--- config.mk ---
export PLATFORM = sky130hd
export DESIGN_NAME = serial_status_flags
export DESIGN_NICKNAME = d
export VERILOG_FILES = /design/src/rtl/ssf_pkg.sv /design/src/rtl/ssf_arm_tracker.sv /design/src/rtl/ssf_rx_flags.sv /design/src/rtl/ssf_tx_flags.sv /design/src/rtl/serial_status_flags.sv
export SDC_FILE = /design/constraint.sdc
export NUM_CORES = 1
export LEC_CHECK = 0
export ABC_AREA = 1
export BUFFER_PORTS_ARGS = -buffer_cell sky130_fd_sc_hd__buf_2
export CAP_MARGIN = 40
export CELL_PAD_IN_SITES_DETAIL_PLACEMENT = 1
export CELL_PAD_IN_SITES_GLOBAL_PLACEMENT = 1
export CORE_MARGIN = 2
export CORE_UTILIZATION = 28
export CTS_CLUSTER_SIZE = 10
export DETAILED_ROUTE_END_ITERATION = 7
export PLACE_DENSITY_LB_ADDON = 0.1
export SYNTH_ARGS = -nofsm -noshare
export SYNTH_HDL_FRONTEND = slang
export SYNTH_SLANG_ARGS = --single-unit
--- constraint.sdc ---
create_clock -name clk_i -period 2.45 [get_ports clk_i]
set_input_delay 0.1225 -clock clk_i [delete_from_list [all_inputs] [get_ports clk_i]]
set_output_delay 0.1225 -clock clk_i [all_outputs]
set_load 0.01 [all_outputs]
--- src/rtl/ssf_pkg.sv ---
package ssf_pkg;
  localparam int unsigned STAT_W   = 8;
  localparam int unsigned BIT_TXE  = 7;
  localparam int unsigned BIT_RXF  = 6;
  localparam int unsigned BIT_PERR = 3;
  localparam int unsigned BIT_TXD  = 2;
  localparam int unsigned BIT_MPB  = 1;

  // software-clearable flags, index into the arm tracker
  localparam int unsigned N_CLR    = 3;
  localparam int unsigned CI_TXE   = 0;
  localparam int unsigned CI_RXF   = 1;
  localparam int unsigned CI_PERR  = 2;

  localparam int unsigned CLR_BIT [N_CLR] = '{BIT_TXE, BIT_RXF, BIT_PERR};

  typedef struct packed {
    logic tx_empty;
    logic rx_full;
    logic par_err;
    logic tx_done;
    logic mp_bit;
  } flags_t;
endpackage

--- src/rtl/ssf_arm_tracker.sv ---
module ssf_arm_tracker #(
  parameter int unsigned N = 3
) (
  input  logic         clk_i,
  input  logic         rst_ni,
  input  logic         rd_i,
  input  logic         wr_i,
  input  logic [N-1:0] flag_i,
  input  logic [N-1:0] wzero_i,
  output logic [N-1:0] clr_o
);
  logic [N-1:0] arm_q;

  for (genvar i = 0; i < N; i++) begin : g_arm
    // write uses the arm state from before this cycle's read
    assign clr_o[i] = wr_i & arm_q[i] & wzero_i[i];

    always_ff @(posedge clk_i or negedge rst_ni) begin
      if (!rst_ni)   arm_q[i] <= 1'b0;
      else if (rd_i) arm_q[i] <= flag_i[i];
      else if (wr_i) arm_q[i] <= 1'b0;
    end
  end
endmodule

--- src/rtl/ssf_rx_flags.sv ---
module ssf_rx_flags #(
  parameter int unsigned DATA_W = 8
) (
  input  logic              clk_i,
  input  logic              rst_ni,
  input  logic              rx_en_i,
  input  logic              rx_done_i,
  input  logic [DATA_W-1:0] rx_data_i,
  input  logic              rx_par_i,
  input  logic              par_en_i,
  input  logic              par_odd_i,
  input  logic              mp_fmt_i,
  input  logic              rx_mpb_i,
  input  logic              clr_full_i,
  input  logic              clr_perr_i,
  output logic              rx_full_o,
  output logic              par_err_o,
  output logic              mp_bit_o,
  output logic              rx_load_o,
  output logic              halt_o
);
  logic full_q, perr_q, mpb_q;
  logic accept, mismatch;

  assign accept   = rx_en_i & rx_done_i & ~perr_q;
  assign mismatch = par_en_i & ((^{rx_data_i, rx_par_i}) != par_odd_i);

  always_ff @(posedge clk_i or negedge rst_ni) begin
    if (!rst_ni) begin
      full_q <= 1'b0;
      perr_q <= 1'b0;
      mpb_q  <= 1'b0;
    end else begin
      if (accept && !mismatch) full_q <= 1'b1;
      else if (clr_full_i)     full_q <= 1'b0;

      if (accept && mismatch)  perr_q <= 1'b1;
      else if (clr_perr_i)     perr_q <= 1'b0;

      if (accept && mp_fmt_i)  mpb_q  <= rx_mpb_i;
    end
  end

  assign rx_full_o = full_q;
  assign par_err_o = perr_q;
  assign mp_bit_o  = mpb_q;
  assign rx_load_o = accept;
  assign halt_o    = perr_q;
endmodule

--- src/rtl/ssf_tx_flags.sv ---
module ssf_tx_flags (
  input  logic clk_i,
  input  logic rst_ni,
  input  logic tx_en_i,
  input  logic tx_last_i,
  input  logic tx_hw_wr_i,
  input  logic clr_empty_i,
  output logic tx_empty_o,
  output logic tx_done_o
);
  logic empty_q, done_q;
  logic clr_any, set_empty, set_done;

  assign clr_any   = clr_empty_i | tx_hw_wr_i;
  // last bit with a pending character: it moves to the shifter, buffer frees
  assign set_empty = ~tx_en_i | (tx_last_i & ~empty_q);
  assign set_done  = ~tx_en_i | (tx_last_i &  empty_q);

  always_ff @(posedge clk_i or negedge rst_ni) begin
    if (!rst_ni) begin
      empty_q <= 1'b1;
      done_q  <= 1'b1;
    end else begin
      if (set_empty)    empty_q <= 1'b1;
      else if (clr_any) empty_q <= 1'b0;

      if (set_done)     done_q  <= 1'b1;
      else if (clr_any) done_q  <= 1'b0;
    end
  end

  assign tx_empty_o = empty_q;
  assign tx_done_o  = done_q;
endmodule

--- src/rtl/serial_status_flags.sv ---
module serial_status_flags
  import ssf_pkg::*;
#(
  parameter int unsigned DATA_W = 8
) (
  input  logic              clk_i,
  input  logic              rst_ni,
  input  logic              tx_en_i,
  input  logic              rx_en_i,
  input  logic              mp_fmt_i,
  input  logic              par_en_i,
  input  logic              par_odd_i,
  input  logic              rx_done_i,
  input  logic [DATA_W-1:0] rx_data_i,
  input  logic              rx_par_i,
  input  logic              rx_mpb_i,
  input  logic              tx_last_bit_i,
  input  logic              tx_dma_wr_i,
  input  logic              bus_rd_i,
  input  logic              bus_wr_i,
  input  logic [7:0]        bus_wdata_i,
  output logic [7:0]        bus_rdata_o,
  output logic              rx_load_o,
  output logic              halt_rx_o
);
  flags_t           fl;
  logic [N_CLR-1:0] clr_flag, wzero, clr_req;
  logic             wdata_unused;

  assign wdata_unused = ^{bus_wdata_i[5:4], bus_wdata_i[2:0]};

  always_comb begin
    clr_flag          = '0;
    clr_flag[CI_TXE]  = fl.tx_empty;
    clr_flag[CI_RXF]  = fl.rx_full;
    clr_flag[CI_PERR] = fl.par_err;
  end

  for (genvar i = 0; i < N_CLR; i++) begin : g_wz
    assign wzero[i] = ~bus_wdata_i[CLR_BIT[i]];
  end

  ssf_arm_tracker #(.N(N_CLR)) u_arm (
    .clk_i   (clk_i),
    .rst_ni  (rst_ni),
    .rd_i    (bus_rd_i),
    .wr_i    (bus_wr_i),
    .flag_i  (clr_flag),
    .wzero_i (wzero),
    .clr_o   (clr_req)
  );

  ssf_rx_flags #(.DATA_W(DATA_W)) u_rx (
    .clk_i      (clk_i),
    .rst_ni     (rst_ni),
    .rx_en_i    (rx_en_i),
    .rx_done_i  (rx_done_i),
    .rx_data_i  (rx_data_i),
    .rx_par_i   (rx_par_i),
    .par_en_i   (par_en_i),
    .par_odd_i  (par_odd_i),
    .mp_fmt_i   (mp_fmt_i),
    .rx_mpb_i   (rx_mpb_i),
    .clr_full_i (clr_req[CI_RXF]),
    .clr_perr_i (clr_req[CI_PERR]),
    .rx_full_o  (fl.rx_full),
    .par_err_o  (fl.par_err),
    .mp_bit_o   (fl.mp_bit),
    .rx_load_o  (rx_load_o),
    .halt_o     (halt_rx_o)
  );

  ssf_tx_flags u_tx (
    .clk_i       (clk_i),
    .rst_ni      (rst_ni),
    .tx_en_i     (tx_en_i),
    .tx_last_i   (tx_last_bit_i),
    .tx_hw_wr_i  (tx_dma_wr_i),
    .clr_empty_i (clr_req[CI_TXE]),
    .tx_empty_o  (fl.tx_empty),
    .tx_done_o   (fl.tx_done)
  );

  always_comb begin
    bus_rdata_o          = '0;
    bus_rdata_o[BIT_TXE]  = fl.tx_empty;
    bus_rdata_o[BIT_RXF]  = fl.rx_full;
    bus_rdata_o[BIT_PERR] = fl.par_err;
    bus_rdata_o[BIT_TXD]  = fl.tx_done;
    bus_rdata_o[BIT_MPB]  = fl.mp_bit;
  end
endmodule

==> flow_summary.json, run 1 <==
{
  "grt_first_pass_wirelength_um": 2390,
  "share_seq_of_total_power_pct": 41.5,
  "inserted_diodes": 0,
  "critPathLaunchType": "flip-flop",
  "vias": 607,
  "critPathArrivalTime_ns": 1.03,
  "crit_path_capture_type": "output pin",
  "setup_ws_ns": 1.30,
  "yosys.cell_types.count": 21,
  "post-route-cell-area_um2": 781,
  "antenna_found_initial": 0,
  "fin_tns_setup_ns": 0,
  "finalHoldWorstSlack_ns": 0.0838,
  "filler_cell_count": 286,
  "clockBufferDepth": 2,
  "clock_buffer_count_from_cts": 3,
  "worst_setup_hold_path_clk_slew_ns": 0.06,
  "gp_congestion": 0.693,
  "cts_root_buf": "sky130_fd_sc_hd__clkbuf_4",
  "combinationalPowerShare_pct": 36.4,
  "route.antenna.remaining_nets": 0,
  "run_status": "finished, final reports clean",
  "synth_warnings": 0,
  "die-area_um2": 2560,
  "cts.htree.levels": 1,
  "design.portCount": 40,
  "final_layout_size_suffix_gt1_share_pct": 36.8,
  "netlist_area_um2": 608,
  "synth_sequential_area_ratio_pct": 33.3,
  "final.min_clock_period_ns": 1.15,
  "dpl-instance-area_um2": 744,
  "rsz0062_at_grt": "no",
  "grt_use_total_pct": 12.3,
  "multi_input_area_um2": 297,
  "layout_commonest_cell": "sky130_fd_sc_hd__buf_2",
  "ys_seq_elements": 8,
  "initial_core_util_pct": 30.4,
  "die_width_um": 50.6,
  "cts_resized": 0,
  "clock_sink_count": 8,
  "layout_common_cells": "sky130_fd_sc_hd__buf_2, sky130_fd_sc_hd__nand2_1, sky130_fd_sc_hd__inv_1",
  "via_count_of_the_first_global_routing_pass": 601,
  "finClkSkew_ns": 0.00752,
  "routedWlPerCell_um": 9.56,
  "fin_crit_sh_pct": 46.9,
  "final-setup-viol-count": 0,
  "timing_hold_violations_final": 0,
  "die_height_um": 50.6,
  "power_density_nw_per_um2": 630,
  "vias_per_cell": 4.22,
  "place_ws_ns": 1.32,
  "worstSkewPairLatency_ns": 0.26,
  "seqCellArea_um2": 203,
  "tritoncts": "yes",
  "route.final.wire_length_um": 1380,
  "io_buffer_count": 31,
  "power.switching_fraction_pct": 35.3,
  "drv_slew": 0,
  "cp.required_ns": 2.33,
  "drt_first_pass_iters": 4,
  "detail_route.iter0.violations": 10,
  "design.core.area_um2": 2000,
  "max_clock_freq_mhz": 870,
  "holdCritPathClass": "input port to flip-flop",
  "critical_path_peak_fanout": 5,
  "maximum_number_of_pins_on_one_net_before_global_route_repair": 9,
  "maxCapViolations": 0,
  "switchingPower_mw": 0.174,
  "globalRouteOverflowTotal": 0,
  "static-leakage-power_nw": 0.461,
  "std_cell_rows": 16,
  "synthCells": 87,
  "worst-setup-path-type": "flip-flop to output pin",
  "layout.nets": 148,
  "power_report.internal_total_mw": 0.318,
  "power.ir.vdd_worst_mv": 0.317,
  "postSynthAreaPerCell_um2": 6.99,
  "detailedPlacementHpwl_um": 1170,
  "drc_errors": 0,
  "p_clk_share_pct": 22.2,
  "area_growth_syn_to_layout_pct": 28.4
}
-- worst max-delay path: stages, from the launching register on --
cell	delay (ns)
sky130_fd_sc_hd__dfrtp_1	0.42
sky130_fd_sc_hd__nor2_2	0.19
sky130_fd_sc_hd__buf_2	0.16
-- flip-flops by register name, indices dropped and copies added (netlist names) --
register         flops
u_rx.halt_o          1
u_tx.tx_done_o       1
u_rx.rx_full_o       1
u_arm.arm_q          3
u_rx.mp_bit_o        1
u_tx.tx_empty_o      1
-- per-layer routing --
metal / wire length, µm / track usage [%] / share of wire [%]
met1: 630 / 15.2 / 46
met4: 0 / 1.35 / 0
met3: 125 / 5.36 / 9.1
met5: 0 / 0 / 0
met2: 619 / 20.4 / 45
-- power by group through the flow --
| stage | Combinational (mW) | Clock, mW | Sequential, mW |
|---|---|---|---|
| 2_1_floorplan | 0.142 | 0 | 0.203 |
| 3_3_place_gp | 0.177 | 0 | 0.203 |
| 3_5_place_dp | 0.182 | 0 | 0.204 |
| 4_1_cts | 0.184 | 0.114 | 0.203 |
| 5_1_grt | 0.206 | 0.121 | 0.210 |
| 6_report | 0.179 | 0.109 | 0.204 |
-- path summary, 6_finish.rpt --
path	to	from	depth (start not counted)	slack (ns)
worst max-delay path	rx_load_o	u_rx.halt_o$_DFFE_PN0P_	2	1.30
worst min-delay path	u_arm.arm_q[2]$_DFFE_PN0P_	bus_wr_i	2	0.08
worst max register to register	u_rx.mp_bit_o$_DFFE_PN0P_	u_rx.halt_o$_DFFE_PN0P_	3	1.33
worst min register to register	u_tx.tx_empty_o$_DFFE_PN1P_	u_tx.tx_empty_o$_DFFE_PN1P_	2	0.48
max in group asynchronous	u_tx.tx_empty_o$_DFFE_PN1P_	rst_ni	2	1.96
min in group asynchronous	u_rx.rx_full_o$_DFFE_PN0P_	rst_ni	2	0.24
-- cells by family after synthesis --
family / count (synthesis) / share of synthesized area [%]
and+or+nand+nor: 44 / 33.3
buffers and inverters: 23 / 19.1
DFF: 8 / 33.3
AOI/OAI and AO/OA: 7 / 7.41
xor gates and xnor gates: 3 / 4.32
muxes: 1 / 1.85
other: 1 / 0.617
-- cells in the mapped netlist, drive strengths merged --
library cell,number,area [µm²]
xor2,1,8.76
o31ai,2,15.0
o21ai,2,10.0
dfstp,2,52.6
nand2,31,124
dfrtp,6,150
nand4,1,6.26
conb,1,3.75
a221o,1,10.0
xnor2,2,17.5
a21oi,2,10.0
nor2,2,10.0
nand3,9,55.1
buf,8,60.1
inv,15,56.3
mux2,1,11.3
nand3b,1,7.51
-- what timing repair did --
action | CTS | global route
endpoints found under the hold margin | 8 | 0
hold buffers | 1 | 0
setup buffers | 0 | 0
-- metrics by stage --
| stage | power, mW | instances | utilization (%) |
|---|---|---|---|
| 3_3_place_gp | 0.380 | 139 | 37.2 |
| 4_1_cts | 0.502 | 144 | 39.0 |
| 5_1_grt | 0.536 | 144 | 39.0 |
| 2_1_floorplan | 0.345 | 89 | - |
| 3_5_place_dp | 0.385 | 139 | 37.2 |
| 6_report | 0.492 | 144 | 39.0 |
-- layout make-up --
cell class	count	area share, %
Tap cell	27	4.33
Timing Repair Buffer	32	21.2
Inverter	15	7.21
Clock buffer	4	3.37
Multi-Input combinational cell	58	38.0
Sequential cell	8	26.0
Power figures use the tool's default switching activity.
==> inputs of run 2 (changes only) <==
--- a/config.mk
+++ b/config.mk
@@ -5,13 +5,13 @@
 export SDC_FILE = /design/constraint.sdc
 export NUM_CORES = 1
 export LEC_CHECK = 0
-export ABC_AREA = 1
+export ABC_AREA = 0
 export BUFFER_PORTS_ARGS = -buffer_cell sky130_fd_sc_hd__buf_2
 export CAP_MARGIN = 40
 export CELL_PAD_IN_SITES_DETAIL_PLACEMENT = 1
 export CELL_PAD_IN_SITES_GLOBAL_PLACEMENT = 1
 export CORE_MARGIN = 2
-export CORE_UTILIZATION = 28
+export CORE_UTILIZATION = 25
 export CTS_CLUSTER_SIZE = 10
 export DETAILED_ROUTE_END_ITERATION = 7
 export PLACE_DENSITY_LB_ADDON = 0.1
==> constraint.sdc (replaced) <==
create_clock -name clk_i -period 1.2 [get_ports clk_i]
set_input_delay 0.06 -clock clk_i [delete_from_list [all_inputs] [get_ports clk_i]]
set_output_delay 0.06 -clock clk_i [all_outputs]
set_load 0.01 [all_outputs]
==> flow_summary.json, run 2 <==
{
  "run_status": "finished, final reports clean",
  "antenna_found_initial": 0,
  "grt_first_pass_wirelength_um": 2060,
  "synth.area.mux_share_pct": 4.22,
  "inserted_diodes": 0,
  "synth_top_family_by_area": "XOR/XNOR gates",
  "groute.layer.met1.usage_pct": 12.8,
  "ys_seq_elements": 8,
  "synth-edff-count": 0,
  "hold-path-cell-count": 3,
  "postSynthAreaPerCell_um2": 10.1,
  "p_clk_share_pct": 22.3,
  "grt_util_met3_pct": 6.75,
  "initial_core_util_pct": 26.2,
  "detailedPlacementHpwl_um": 985,
  "yosys.cell_types.count": 22,
  "critPathLaunchType": "flip-flop",
  "detail_route.iter0.violations": 4,
  "synth_compound_area_share_pct": 10.4,
  "finClkSkew_ns": 0.00602,
  "largest_register_ff_count": 3,
  "cells_after_dpl": 103,
  "netlist_top_cells_area": "sky130_fd_sc_hd__dfrtp_1, sky130_fd_sc_hd__buf_4, sky130_fd_sc_hd__dfstp_2, sky130_fd_sc_hd__xnor2_1, sky130_fd_sc_hd__a22o_1",
  "clock_sink_count": 8,
  "worst_hold_startpoint": "tx_last_bit_i",
  "depth_of_the_most_critical_reg_to_reg_path": 4,
  "share_seq_of_total_power_pct": 38.3,
  "synth_top_cells_by_count": "sky130_fd_sc_hd__buf_4, sky130_fd_sc_hd__dfrtp_1, sky130_fd_sc_hd__nand2_1",
  "power_density_nw_per_um2": 1500,
  "globalRouteOverflowTotal": 0,
  "cp.required_ns": 1.14,
  "fin_crit_sh_pct": 95.3,
  "maximum_number_of_pins_on_one_net_before_global_route_repair": 9,
  "die_height_um": 48.9,
  "post-route-cell-area_um2": 699,
  "drc_errors": 0,
  "report.power.total_mw": 1.05,
  "die_width_um": 48.9,
  "drt_first_pass_iters": 2,
  "maxCapViolations": 0,
  "drv_slew": 0,
  "worstSkewPairLatency_ns": 0.26,
  "critPathArrivalTime_ns": 1.08,
  "route.final.wire_length_um": 1200,
  "power.switching_fraction_pct": 32.9,
  "clockBufferDepth": 2,
  "layout_commonest_cell": "sky130_fd_sc_hd__buf_2",
  "worstHoldEndpoint": "u_tx.tx_done_o$_DFFE_PN1P_",
  "clock_buffer_count_from_cts": 3,
  "layout_common_cells": "sky130_fd_sc_hd__buf_2, sky130_fd_sc_hd__nand2_1, sky130_fd_sc_hd__dfrtp_1",
  "dpl-instance-area_um2": 653,
  "reg2reg_slack_ns": 0.06,
  "netlist_area_um2": 504,
  "top_register": "u_arm.arm_q",
  "cts_root_buf": "sky130_fd_sc_hd__clkbuf_4",
  "synthCells": 50,
  "design.portCount": 40,
  "power.ir.vdd_worst_mv": 0.559,
  "crit_path_capture_type": "output pin",
  "grtUsageMet2_pct": 18.9,
  "worst_setup_hold_path_clk_slew_ns": 0.06,
  "synth_simple_gate_area_share_pct": 12.2,
  "cts.htree.levels": 1,
  "vias_per_cell": 4.13,
  "yosys.area_share.adder_pct": 0,
  "cts_post_setup_buffers_inserted": 0,
  "combinationalPowerShare_pct": 39.3,
  "synth-async-reset-ratio_pct": 100,
  "switchingPower_mw": 0.345,
  "route.antenna.remaining_nets": 0,
  "rsz0062_at_grt": "no",
  "std_cell_rows": 16,
  "holdCritPathClass": "input port to flip-flop",
  "power_report.internal_total_mw": 0.703,
  "max_clock_freq_mhz": 874,
  "routedWlPerCell_um": 11.0,
  "area_growth_syn_to_layout_pct": 38.7,
  "layout.nets": 113,
  "timing_hold_violations_final": 0,
  "via_count_of_the_first_global_routing_pass": 464,
  "area_fraction_of_the_dominant_cell_type_after_synthesis_pct": 29.8,
  "worst-setup-path-type": "flip-flop to output pin",
  "vias": 450,
  "design.core.area_um2": 1920,
  "final.min_clock_period_ns": 1.14,
  "die-area_um2": 2390,
  "final_layout_size_suffix_gt1_share_pct": 50.0,
  "static-leakage-power_nw": 0.363,
  "crit-reg2reg-launch": "u_rx.halt_o$_DFFE_PN0P_",
  "gp_congestion": 0.661,
  "synth-xor-area-share_pct": 18.1,
  "synth_warnings": 0,
  "final-setup-viol-count": 0,
  "grt_use_total_pct": 11.6,
  "grt_most_used_layer": "met2",
  "layout.cells.non_filler": 109,
  "io_buffer_count": 31,
  "netlist.top_cell.by_area": "sky130_fd_sc_hd__dfrtp_1",
  "ys.flop_type": "sky130_fd_sc_hd__dfrtp_1",
  "tritoncts": "yes",
  "yosysMostFrequentCell": "sky130_fd_sc_hd__buf_4",
  "critical_path.reg2reg.endpoint": "u_rx.mp_bit_o$_DFFE_PN0P_",
  "synth_sequential_area_ratio_pct": 40.2,
  "critical_path_peak_fanout": 4
}
run 2: worst max path at each step:
stage | start | endpoint | slack (ns) | depth (start not counted)
floorplan | u_rx.halt_o$_DFFE_PN0P_ | u_rx.rx_full_o$_DFFE_PN0P_ | 0.02 | 3
global placement | rx_data_i[4] | u_rx.rx_full_o$_DFFE_PN0P_ | -0.06 | 5
detailed placement | rx_data_i[4] | u_rx.rx_full_o$_DFFE_PN0P_ | -0.13 | 5
CTS | u_rx.halt_o$_DFFE_PN0P_ | rx_load_o | 0.03 | 3
global route | u_rx.halt_o$_DFFE_PN0P_ | rx_load_o | 0.006 | 3
finish | u_rx.halt_o$_DFFE_PN0P_ | rx_load_o | 0.06 | 3
run 2: cell families (layout without fill, tap and decap cells):
group,count (synthesis),count (layout)
other cells,1,3
compound gates,7,7
mux,2,2
simple gates,13,13
xor+xnor,8,8
flops,8,8
buf+inv,11,41
run 2: timing repair:
item | in CTS | in global routing
hold buffers | 2 | 0
endpoints found under the hold margin | 10 | 0
gates resized for setup | 0 | 0
endpoints found under the setup margin | 0 | 1
run 2: metal layers:
layer	up-vias	wire length, µm	part of all wire, %
met2	25	578	48
met3	3	144	12
met5	-	0	0
met4	0	14	1.2
met1	203	457	38
li1	219	-	-
run 2: area by class of cell:
type / instances / area (µm²)
Clock buffer: 4 / 26.3
Fill cell: 246 / 1220
Inverter: 3 / 13.8
Multi-Input combinational cell: 33 / 240
Sequential cell: 8 / 203
Tap cell: 27 / 33.8
Timing Repair Buffer: 34 / 183
run 2: power groups by stage:
| stage | clock network (mW) | registers, mW | logic, mW |
|---|---|---|---|
| 6_report | 0.234 | 0.401 | 0.412 |
| 5_1_grt | 0.263 | 0.414 | 0.462 |
| 4_1_cts | 0.252 | 0.402 | 0.423 |
| 3_5_place_dp | 0 | 0.404 | 0.416 |
| 3_3_place_gp | 0 | 0.408 | 0.406 |
| 2_1_floorplan | 0 | 0.412 | 0.300 |
run 2: critical path, stage by stage (launching register included):
cell                      delay (ns)
sky130_fd_sc_hd__dfrtp_1        0.38
sky130_fd_sc_hd__or2_4          0.25
sky130_fd_sc_hd__inv_4          0.06
sky130_fd_sc_hd__buf_2          0.12
run 2: metrics by stage:
step           hold slack, ns  TNS [ns]  setup WS (ns)  utilization [%]
6_report               0.0336         0         0.0560             36.4
3_3_place_gp          -0.0836   -0.0781        -0.0644             34.0
2_1_floorplan          -0.236         0         0.0186                -
4_1_cts                0.0246         0         0.0345             36.4
5_1_grt                0.0275         0        0.00569             36.4
3_5_place_dp          -0.0812    -0.191         -0.131             34.0
==> inputs of run 3 (changes only) <==
--- a/config.mk
+++ b/config.mk
@@ -11,10 +11,10 @@
 export CELL_PAD_IN_SITES_DETAIL_PLACEMENT = 1
 export CELL_PAD_IN_SITES_GLOBAL_PLACEMENT = 1
 export CORE_MARGIN = 2
-export CORE_UTILIZATION = 25
+export CORE_UTILIZATION = 27
 export CTS_CLUSTER_SIZE = 10
 export DETAILED_ROUTE_END_ITERATION = 7
-export PLACE_DENSITY_LB_ADDON = 0.1
+export PLACE_DENSITY_LB_ADDON = 0.3
 export SYNTH_ARGS = -nofsm -noshare
 export SYNTH_HDL_FRONTEND = slang
 export SYNTH_SLANG_ARGS = --single-unit
==> constraint.sdc (replaced) <==
create_clock -name clk_i -period 1.39 [get_ports clk_i]
set_input_delay 0.0695 -clock clk_i [delete_from_list [all_inputs] [get_ports clk_i]]
set_output_delay 0.0695 -clock clk_i [all_outputs]
set_load 0.01 [all_outputs]
==> flow_summary.json, run 3 (synthesized netlist as in run 2, its figures left out) <==
{
  "run_status": "finished, final reports clean",
  "depth_of_the_most_critical_reg_to_reg_path": 4,
  "crit-reg2reg-launch": "u_rx.halt_o$_DFFE_PN0P_",
  "grtUsageMet2_pct": 17.3,
  "rsz0062_at_grt": "no",
  "area_growth_syn_to_layout_pct": 37.2,
  "inserted_diodes": 0,
  "route.antenna.remaining_nets": 0,
  "routedWlPerCell_um": 10.4,
  "clock_sink_count": 8,
  "maxCapViolations": 0,
  "groute.layer.met1.usage_pct": 17.0,
  "critPathLaunchType": "flip-flop",
  "grt_most_used_layer": "met2",
  "fin_tns_setup_ns": 0,
  "detail_route.iter0.violations": 3,
  "drv_slew": 0,
  "grt_use_total_pct": 12.3,
  "final_layout_size_suffix_gt1_share_pct": 48.8,
  "cts.htree.levels": 1,
  "grt_util_met3_pct": 2.31,
  "drc_errors": 0,
  "critical_path_peak_fanout": 4,
  "layout.cells.non_filler": 107,
  "std_cell_rows": 15,
  "globalRouteOverflowTotal": 0,
  "worst-setup-path-type": "flip-flop to output pin",
  "launch_point_of_the_worst_path": "u_rx.halt_o$_DFFE_PN0P_",
  "drt_first_pass_iters": 4,
  "worst-path-buf-inv": 2,
  "cts_root_buf": "sky130_fd_sc_hd__clkbuf_4",
  "cells_after_dpl": 100,
  "antenna_found_initial": 0,
  "static-leakage-power_nw": 0.365,
  "io_buffer_count": 31,
  "core_util_final_pct": 39.6,
  "grt_first_pass_wirelength_um": 1880,
  "power.ir.vdd_worst_mv": 0.420,
  "peak_per_stage_delay_on_the_critical_path_ns": 0.37,
  "vias": 444,
  "cp.required_ns": 1.32,
  "power_density_nw_per_um2": 1290,
  "worstSkewPairLatency_ns": 0.26,
  "finClkSkew_ns": 0.00845,
  "critPathSlowestCell": "sky130_fd_sc_hd__dfrtp_1",
  "reg2reg_slack_ns": 0.14,
  "maximum_number_of_pins_on_one_net_before_global_route_repair": 9,
  "cp_capture_point": "rx_load_o",
  "detailedPlacementHpwl_um": 910,
  "seqCellArea_um2": 203,
  "gp_congestion": 0.667,
  "design.portCount": 40,
  "layout_commonest_cell": "sky130_fd_sc_hd__buf_2",
  "holdCritPathClass": "input port to flip-flop",
  "report.power.total_mw": 0.891,
  "final-setup-viol-count": 0,
  "clock_buffer_count_from_cts": 3,
  "vias_per_cell": 4.15,
  "critical_path.reg2reg.endpoint": "u_rx.mp_bit_o$_DFFE_PN0P_",
  "cp_num_cells": 3,
  "filler_cell_count": 227,
  "crit_chain": "or2_2 -> inv_1 -> buf_2",
  "layout.nets": 113,
  "fin_crit_sh_pct": 92.2,
  "design.core.area_um2": 1750,
  "die_width_um": 47.2,
  "critPathArrivalTime_ns": 1.21,
  "top_register": "u_arm.arm_q",
  "final.min_clock_period_ns": 1.28,
  "crit_path_capture_type": "output pin",
  "max_clock_freq_mhz": 780,
  "layout_common_cells": "sky130_fd_sc_hd__buf_2, sky130_fd_sc_hd__nand2_1, sky130_fd_sc_hd__dfrtp_1",
  "worst_setup_hold_path_clk_slew_ns": 0.06,
  "tritoncts": "yes",
  "initial_core_util_pct": 28.9,
  "die_height_um": 47.2,
  "timing.critical_path.max_delay_family": "flip-flops",
  "largest_register_ff_count": 3,
  "via_count_of_the_first_global_routing_pass": 440,
  "route.final.wire_length_um": 1120,
  "multi_input_area_um2": 238,
  "die-area_um2": 2230,
  "clockBufferDepth": 2,
  "timing_hold_violations_final": 0
}
run 3: worst min-delay path by stage:
stage / start / endpoint / slack, ns / cells past startpoint
final: rx_mpb_i / u_rx.mp_bit_o$_DFFE_PN0P_ / 0.04 / 2
after global routing: rx_mpb_i / u_rx.mp_bit_o$_DFFE_PN0P_ / 0.04 / 2
after CTS: rx_mpb_i / u_rx.mp_bit_o$_DFFE_PN0P_ / 0.03 / 2
after detailed placement: rst_ni / u_arm.arm_q[0]$_DFFE_PN0P_ / -0.07 / 1
after global placement: rst_ni / u_arm.arm_q[0]$_DFFE_PN0P_ / -0.08 / 1
after floorplan: rst_ni / u_arm.arm_q[0]$_DFFE_PN0P_ / -0.23 / 0
run 3: report_power, final:
group | internal, mW | switching [mW] | total [mW] | leakage [nW]
Clock | 0.110 | 0.0905 | 0.201 | 0.0150
Combinational | 0.186 | 0.158 | 0.344 | 0.256
Sequential | 0.306 | 0.0403 | 0.346 | 0.0933
run 3: repair_timing:
action,CTS,global route
endpoints found under the hold margin,10,0
gates resized for setup,0,0
setup endpoints to repair,0,2
hold buffers,2,0
setup buffers,0,1
run 3: final cells by class:
| type | count | area share (%) |
|---|---|---|
| multi-input cells | 33 | 34.4 |
| flip-flops and latches | 8 | 29.3 |
| repair buffers | 34 | 26.4 |
| well taps | 25 | 4.52 |
| clock buffers | 4 | 3.80 |
| inverters | 3 | 1.63 |
run 3: stage by stage:
step	area [µm²]	hold WS [ns]	setup slack, ns
final	692	0.0377	0.108
after global routing	692	0.0420	0.0571
after global placement	638	-0.0792	0.107
after CTS	684	0.0350	0.0261
after detailed placement	638	-0.0729	0.0824
after floorplan	512	-0.226	0.0627
run 3: routing by layer:
metal	vias to the layer above	wire length, µm
li1	222	-
met1	201	469
met4	0	26
met5	-	0
met3	4	59
met2	17	562
